[config.mk]
export PLATFORM = sky130hd
export DESIGN_NAME = rsc_run_ctrl
export DESIGN_NICKNAME = d
export VERILOG_FILES = /design/src/rtl/rsc_pkg.sv /design/src/rtl/rsc_settle_timer.sv /design/src/rtl/rsc_clear_seq.sv /design/src/rtl/rsc_state_fsm.sv /design/src/rtl/rsc_run_ctrl.sv
export SDC_FILE = /design/constraint.sdc
export NUM_CORES = 1
export LEC_CHECK = 0
export ABC_AREA = 1
export BUFFER_PORTS_ARGS = -buffer_cell sky130_fd_sc_hd__buf_2
export CAP_MARGIN = 40
export CORE_AREA = 5 5 42 44
export DETAILED_ROUTE_END_ITERATION = 8
export DIE_AREA = 0 0 47 49
export MAX_ROUTING_LAYER = met4
export RECOVER_POWER = 25
export SLEW_MARGIN = 20
export SYNTH_ARGS = -nofsm -noshare
export SYNTH_HDL_FRONTEND = slang
export SYNTH_SLANG_ARGS = --single-unit
[constraint.sdc]
create_clock -name clk_i -period 1.4 [get_ports clk_i]
set_clock_uncertainty 0.15 [all_clocks]
set_input_delay 0.07 -clock clk_i [delete_from_list [all_inputs] [get_ports clk_i]]
set_output_delay 0.07 -clock clk_i [all_outputs]
set_load 0.05 [all_outputs]
[src/rtl/rsc_pkg.sv]
package rsc_pkg;
  typedef enum logic [1:0] {
    CODE_RESET = 2'd0,
    CODE_RUN   = 2'd1,
    CODE_CLEAR = 2'd2,
    CODE_PAUSE = 2'd3
  } rsc_code_e;
endpackage

[src/rtl/rsc_settle_timer.sv]
module rsc_settle_timer #(
  parameter int unsigned SETTLE_CYCLES = 4
) (
  input  logic clk_i,
  input  logic rst_ni,
  input  logic start_i,
  output logic valid_o
);
  localparam int unsigned CW = (SETTLE_CYCLES < 1) ? 1 : $clog2(SETTLE_CYCLES + 1);

  generate
    if (SETTLE_CYCLES == 0) begin : g_none
      assign valid_o = 1'b1;
    end else begin : g_cnt
      localparam logic [CW-1:0] LOAD = CW'(SETTLE_CYCLES);
      logic [CW-1:0] cnt_q;
      always_ff @(posedge clk_i or negedge rst_ni) begin
        if (!rst_ni)              cnt_q <= '0;
        else if (start_i)         cnt_q <= LOAD;
        else if (cnt_q != '0)     cnt_q <= cnt_q - 1'b1;
      end
      assign valid_o = (cnt_q == '0);
    end
  endgenerate
endmodule

[src/rtl/rsc_clear_seq.sv]
module rsc_clear_seq
  import rsc_pkg::*;
#(
  parameter int unsigned CLEAR_WRITES = 2
) (
  input  logic      clk_i,
  input  logic      rst_ni,
  input  logic      accept_i,
  input  rsc_code_e code_i,
  input  logic      in_pause_i,
  input  logic      sw_reset_i,
  output logic      clear_done_o
);
  localparam int unsigned NW = (CLEAR_WRITES < 2) ? 2 : CLEAR_WRITES;
  localparam int unsigned SW = $clog2(NW);
  localparam logic [SW-1:0] LAST = SW'(NW - 1);

  logic [SW-1:0] seen_q;
  logic          clr_hit;

  assign clr_hit = accept_i && in_pause_i && (code_i == CODE_CLEAR);

  generate
    if (CLEAR_WRITES <= 1) begin : g_single
      assign clear_done_o = clr_hit;
      always_ff @(posedge clk_i or negedge rst_ni) begin
        if (!rst_ni) seen_q <= '0;
        else         seen_q <= '0;
      end
    end else begin : g_multi
      assign clear_done_o = clr_hit && (seen_q == LAST);
      always_ff @(posedge clk_i or negedge rst_ni) begin
        if (!rst_ni)                       seen_q <= '0;
        else if (sw_reset_i)               seen_q <= '0;
        else if (accept_i) begin
          if (clr_hit && seen_q != LAST)   seen_q <= seen_q + 1'b1;
          else                             seen_q <= '0;
        end
      end
    end
  endgenerate
endmodule

[src/rtl/rsc_state_fsm.sv]
module rsc_state_fsm
  import rsc_pkg::*;
(
  input  logic      clk_i,
  input  logic      rst_ni,
  input  logic      accept_i,
  input  rsc_code_e code_i,
  input  logic      clear_done_i,
  input  logic      sw_reset_i,
  output rsc_code_e state_o,
  output logic      flush_o
);
  rsc_code_e state_q, state_d;
  logic      flush_q;

  always_comb begin
    state_d = state_q;
    if (sw_reset_i) begin
      state_d = CODE_RESET;
    end else if (accept_i) begin
      unique case (code_i)
        CODE_RUN:   state_d = CODE_RUN;
        CODE_PAUSE: state_d = CODE_PAUSE;
        // leaving pause for reset needs the clear run
        CODE_RESET: if (state_q != CODE_PAUSE) state_d = CODE_RESET;
        CODE_CLEAR: if (clear_done_i) state_d = CODE_RESET;
        default:    state_d = state_q;
      endcase
    end
  end

  always_ff @(posedge clk_i or negedge rst_ni) begin
    if (!rst_ni) begin
      state_q <= CODE_RESET;
      flush_q <= 1'b0;
    end else begin
      state_q <= state_d;
      flush_q <= (state_d == CODE_RESET) && (state_q != CODE_RESET);
    end
  end

  assign state_o = state_q;
  assign flush_o = flush_q;
endmodule

[src/rtl/rsc_run_ctrl.sv]
module rsc_run_ctrl
  import rsc_pkg::*;
#(
  parameter int unsigned SETTLE_CYCLES = 4,
  parameter int unsigned CLEAR_WRITES  = 2
) (
  input  logic       clk_i,
  input  logic       rst_ni,
  input  logic       wr_en_i,
  input  logic [1:0] wr_data_i,
  input  logic       sw_reset_i,
  output logic [2:0] rd_data_o,
  output logic [1:0] state_o,
  output logic       valid_o,
  output logic       shift_en_o,
  output logic       ofifo_en_o,
  output logic       dp_clear_o,
  output logic       flush_o
);
  rsc_code_e code, state;
  logic      valid, accept, clear_done;

  assign code   = rsc_code_e'(wr_data_i);
  assign accept = wr_en_i && valid && !sw_reset_i;

  rsc_settle_timer #(.SETTLE_CYCLES(SETTLE_CYCLES)) u_timer (
    .clk_i   (clk_i),
    .rst_ni  (rst_ni),
    .start_i (accept || sw_reset_i),
    .valid_o (valid)
  );

  rsc_clear_seq #(.CLEAR_WRITES(CLEAR_WRITES)) u_clr (
    .clk_i        (clk_i),
    .rst_ni       (rst_ni),
    .accept_i     (accept),
    .code_i       (code),
    .in_pause_i   (state == CODE_PAUSE),
    .sw_reset_i   (sw_reset_i),
    .clear_done_o (clear_done)
  );

  rsc_state_fsm u_fsm (
    .clk_i        (clk_i),
    .rst_ni       (rst_ni),
    .accept_i     (accept),
    .code_i       (code),
    .clear_done_i (clear_done),
    .sw_reset_i   (sw_reset_i),
    .state_o      (state),
    .flush_o      (flush_o)
  );

  assign state_o    = state;
  assign valid_o    = valid;
  assign rd_data_o  = {valid, state};
  assign shift_en_o = (state == CODE_RUN) && valid;
  assign ofifo_en_o = (state == CODE_RUN) || (state == CODE_PAUSE);
  assign dp_clear_o = (state == CODE_RESET);
endmodule

# Yosys cells after proc, flatten, opt, wreduce, memory -nomap -nowiden
# Index checks and enable logic that the tools add are counted.
[classes]
eq_ne = 6
n_reduce_logical = 19
addsub = 2
n_bitwise = 1
n_mux = 10
[ops]
columns = ["cell", "n"]
rows = [
  ["$logic_and 1x1->1", 8],
  ["$mux 2", 4],
  ["$pmux 2 s4", 1],
  ["$eq 2x2->1 const B", 3],
  ["$logic_not 2->1", 3],
  ["$mux 3", 2],
  ["$reduce_bool 2->1", 3],
  ["$eq 2x1->1 const B", 2],
  ["$logic_not 3->1", 1],
  ["$mux 1", 3],
  ["$reduce_bool 3->1", 1],
  ["$sub 3x1->3 const B", 1],
  ["$logic_or 1x1->1", 2],
  ["$ne 2x2->1 const B", 1],
  ["$add 1x1->1 const B", 1],
  ["$logic_not 1->1", 1],
  ["$not 1->1", 1],
]
[word_totals]
inputBits = 6
out_inout_bits = 10
elab_cells = 42
ff_bits = 7

# Logic depth before layout (Yosys ltp)
[logic_depth]
ltp_word = 12
ltp_mapped = 10
mapped_depth_nobuf = 10

# Cells and area by module
# Synthesis repeated with hierarchy kept, for this count alone.
[unflattened]
cells_unflattened = 76
area_unflattened_um2 = 511.7
[by_module_without_submodules]
columns = ["mod", "area_per_inst_um2", "cells_each", "instances", "seq_area_each_um2"]
rows = [
  ["rsc_state_fsm", 196.4, 30, 1, 75.1],
  ["rsc_settle_timer", 177.7, 23, 1, 75.1],
  ["rsc_clear_seq", 77.6, 10, 1, 25.0],
  ["rsc_run_ctrl", 60.1, 13, 1, 0.0],
]

# Worst setup path before layout
# OpenSTA, ideal clock, no wires.
[synth_path]
path_type = "flip-flop to output port"
from = "register u_timer.g_cnt.cnt_q[0]"
to = "output shift_en_o"
slack_ns = -1.077
t_arrival_ns = 2.257
stages_incl_launch_ff = 7
path_buffers = 0
t_required_ns = 1.180
cell_sequence = "dfrtp_1 > inv_1 > ha_1 > inv_1 > nor2_1 > nand2_1 > nor2_1"
[synth_via]
elab_chain_len = 2
[synth_lines]
columns = ["element", "line_no", "rtl"]
rows = [
  ["start, declared", "rsc_settle_timer.sv:16", "logic [CW-1:0] cnt_q;"],
  ["start signal, assigned", "rsc_settle_timer.sv:20", "else if (cnt_q != '0) cnt_q <= cnt_q - 1'b1;"],
  ["$logic_not 3->1", "rsc_settle_timer.sv:22", "assign valid_o = (cnt_q == '0);"],
  ["net valid_o", "rsc_run_ctrl.sv:14", "output logic valid_o,"],
  ["$logic_and 1x1->1", "rsc_run_ctrl.sv:57", "assign shift_en_o = (state == CODE_RUN) && valid;"],
  ["end, declared", "rsc_run_ctrl.sv:15", "output logic shift_en_o,"],
]
# The timed path passes the listed nets, and every way through them passes these cells.

# Worst setup path after layout
[layout_path]
from = "register u_timer.g_cnt.cnt_q[0]"
to = "output shift_en_o"
[layout_via]
elab_chain_len = 2
[layout_lines]
columns = ["element", "line_no"]
rows = [
  ["$logic_not 3->1", "rsc_settle_timer.sv:22"],
  ["$logic_and 1x1->1", "rsc_run_ctrl.sv:57"],
]
# No other way between the ends.

==> flow_metrics.tcl <==
set metrics [dict create \
    switchingPower_mw 0.503 \
    yosysTopAreaCell "dfrtp_1" \
    grt_overflow 0 \
    hold-path-cell-count 4 \
    p_per_area_nw_per_um2 1580 \
    ant_nets 0 \
    final_common_cell "buf_2" \
    finalHoldViolations 0 \
    path_clk_slew_ns 0.05 \
    antenna_found_initial 0 \
    numClockSinks 7 \
    rr_worst_depth 9 \
    rows 14 \
    drive_above_1_share 0.566 \
    drv_cap 0 \
    seq_area_frac_synth 0.395 \
    core-area_um2 1400 \
    worstPathArrival_ns 1.30 \
    swShare 0.447 \
    p_clk_frac 0.157 \
    cp.required_ns 1.18 \
    cpPeakStageDelay_ns 0.39 \
    synth_top_area_frac 0.395 \
    nets 92 \
    violations "negative setup slack" \
    ir_worst_vdd_mv 0.747 \
    insertion_delay_ns 0.24 \
    grtUsageTotal 0.112 \
    ys_seq_elements 7 \
    grt_pass1_vias 459 \
    rsz0062_at_grt "yes" \
    p_leak_nw 0.359 \
    regArea_um2 183 \
    combPwrFrac 0.590 \
    nFillCells 139 \
    critPathKind "flip-flop to output port" \
    dpl.hpwl_um 807 \
    dr.pass1.iters 3 \
    outcome "complete, but fails checks" \
    wl_um 1060 \
    grt_pass1_wl_um 1860 \
    synthCells 59 \
    crit_chain "inv_2 -> ha_4 -> inv_2 -> nor2_4 -> nand2_2 -> nor2_4 -> buf_6" \
    start_util 0.316 \
    start_kind "flip-flop" \
    netlist_area_um2 443 \
    hp-class "input pin to flip-flop" \
    synth_nets 67 \
    critPathSlowestCell "dfrtp_1" \
    ioPinCount 16 \
    yosysWarnings 0 \
    die_y_um 49 \
    clk_path_buf_depth 2 \
    finish.utilization 0.509 \
    post-route-period-util 1.08 \
    seqPwrFrac 0.253 \
    synth_cell_types 17 \
    final_cell_mix "11 x buf_2, 10 x nand2_1, 7 x inv_1" \
    multi_input_area_um2 269 \
    dieArea_um2 2300 \
    gp_congestion 0.753 \
    area_growth_pct 61.0 \
    critical_path.max_fanout 3 \
    avgSynthCellArea_um2 7.51 \
    setup_viol 6 \
    grt_max_degree 8 \
    routed-via-count 437 \
    cts_buffers 3 \
    path_depth 7 \
    route.detailed.drc 0 \
    wire_per_inst_um 10.7 \
    htreeDepth 1 \
    cts_tree "done" \
    slew_viol_final 0 \
    cts-root-buf "clkbuf_4" \
    io_buffers 15 \
    worst_slew_pin_slew_ns 0.370 \
    cp_num_buf_inv 3 \
    p_int_mw 0.622 \
    period_needed_ns 1.52 \
    end_kind "output port" \
    drtIter0Drc 7 \
    crit_family "flip-flops" \
    avgViaCountPerCell 4.41 \
    relSlewSlack 0.753 \
    die_w_um 47 \
    netlist_top_cells_area "dfrtp_1 40%, nand2_1 11%, inv_1 8.5%, ha_1 5.6%, buf_4 5.1%" \
    fmax_ghz 0.659 \
    diodes 0 \
    dp_slack_ns -0.104 \
    fin_ws_ns -0.118 \
]
## path summary, 6_finish.rpt
kind | slack, ns | start | endpoint
max | -0.12 | u_timer.g_cnt.cnt_q[0] | shift_en_o
min | 0.05 | sw_reset_i | u_timer.g_cnt.cnt_q[1]
max reg2reg | -0.09 | u_timer.g_cnt.cnt_q[0] | u_fsm.flush_o
min reg2reg | 0.34 | u_clr.seen_q | u_clr.seen_q
max in group asynchronous | 0.70 | rst_ni | u_fsm.state_o[1]
min in group asynchronous | 0.10 | rst_ni | u_timer.g_cnt.cnt_q[0]
## cells by family after synthesis
family,Yosys count,synth area share
AO/OA/AOI/OAI,6,0.0763
XOR/XNOR,1,0.0198
adder cells (fa/ha/maj),2,0.0565
buffers and inverters,14,0.155
flip-flops,7,0.395
AND/OR/NAND/NOR,29,0.297
## power groups by stage
stage	combinational, mW	clock, mW	sequential (mW)
2_1_floorplan	0.381	0	0.340
3_3_place_gp	0.559	0	0.285
3_5_place_dp	0.557	0	0.288
4_1_cts	0.635	0.188	0.285
5_1_grt	0.728	0.196	0.290
6_report	0.663	0.177	0.284
## layout make-up
class,count,area share
Timing Repair Buffer,24,0.249
Sequential cell,7,0.256
Multi-Input combinational cell,38,0.377
Tap cell,16,0.0281
Clock buffer,4,0.0368
Inverter,10,0.0526
## synth_stat cells
cell type       n
nor3_1          2
inv_1          10
ha_1            2
nand3_2         1
o21ai_0         1
xnor2_1         1
o31ai_1         1
nor2_2          3
a31oi_1         1
nor2_1          6
buf_4           3
nand2_2         1
nand3_1         3
dfrtp_1         7
dlygate4sd1_1   1
a21oi_1         3
nand2_1        13
## metrics by stage
stage	instances	power, mW	instance area, µm²	TNS (ns)	hold slack [ns]
final	99	1.12	713	-0.464	0.0487
after global routing	99	1.22	713	-1.08	0.0845
after CTS	98	1.11	672	-0.573	0.0273
after detailed placement	91	0.845	592	-0.215	-0.240
after global placement	91	0.844	592	-0.160	-0.241
after floorplan	59	0.721	490	-0.242	-0.376
## sequential cells by signal (all words and copies together), names as in the netlist
name and flops:
u_fsm.flush_o 1, u_timer.g_cnt.cnt_q 3, u_fsm.state_o 2, u_clr.seen_q 1
## worst reg2reg max path, cell delays in order, from the launching register on
cell and delay, ns:
dfrtp_1 0.39, inv_2 0.09, ha_4 0.14, nand3_2 0.10, nor2_4 0.14, inv_1 0.08, a21oi_2 0.13, nand2_2 0.08
nand3_2 0.06, nor2_2 0.03
## metal layers
metal	vias to the layer above	global-route usage	routed length [µm]
li1	227	-	-
met4	0	0.0691	0
met5	-	-	0
met3	0	0.0111	50
met2	8	0.161	561
met1	202	0.145	445
## what timing repair did
item	in CTS	in global routing
cloned	0	0
gates resized for setup	9	8
hold buffers	1	0
buffers inserted	2	1
pin swaps	3	2
endpoints found under the hold margin	7	0
setup endpoints to repair	8	10
Note: power is estimated with default switching activity, not from simulation.
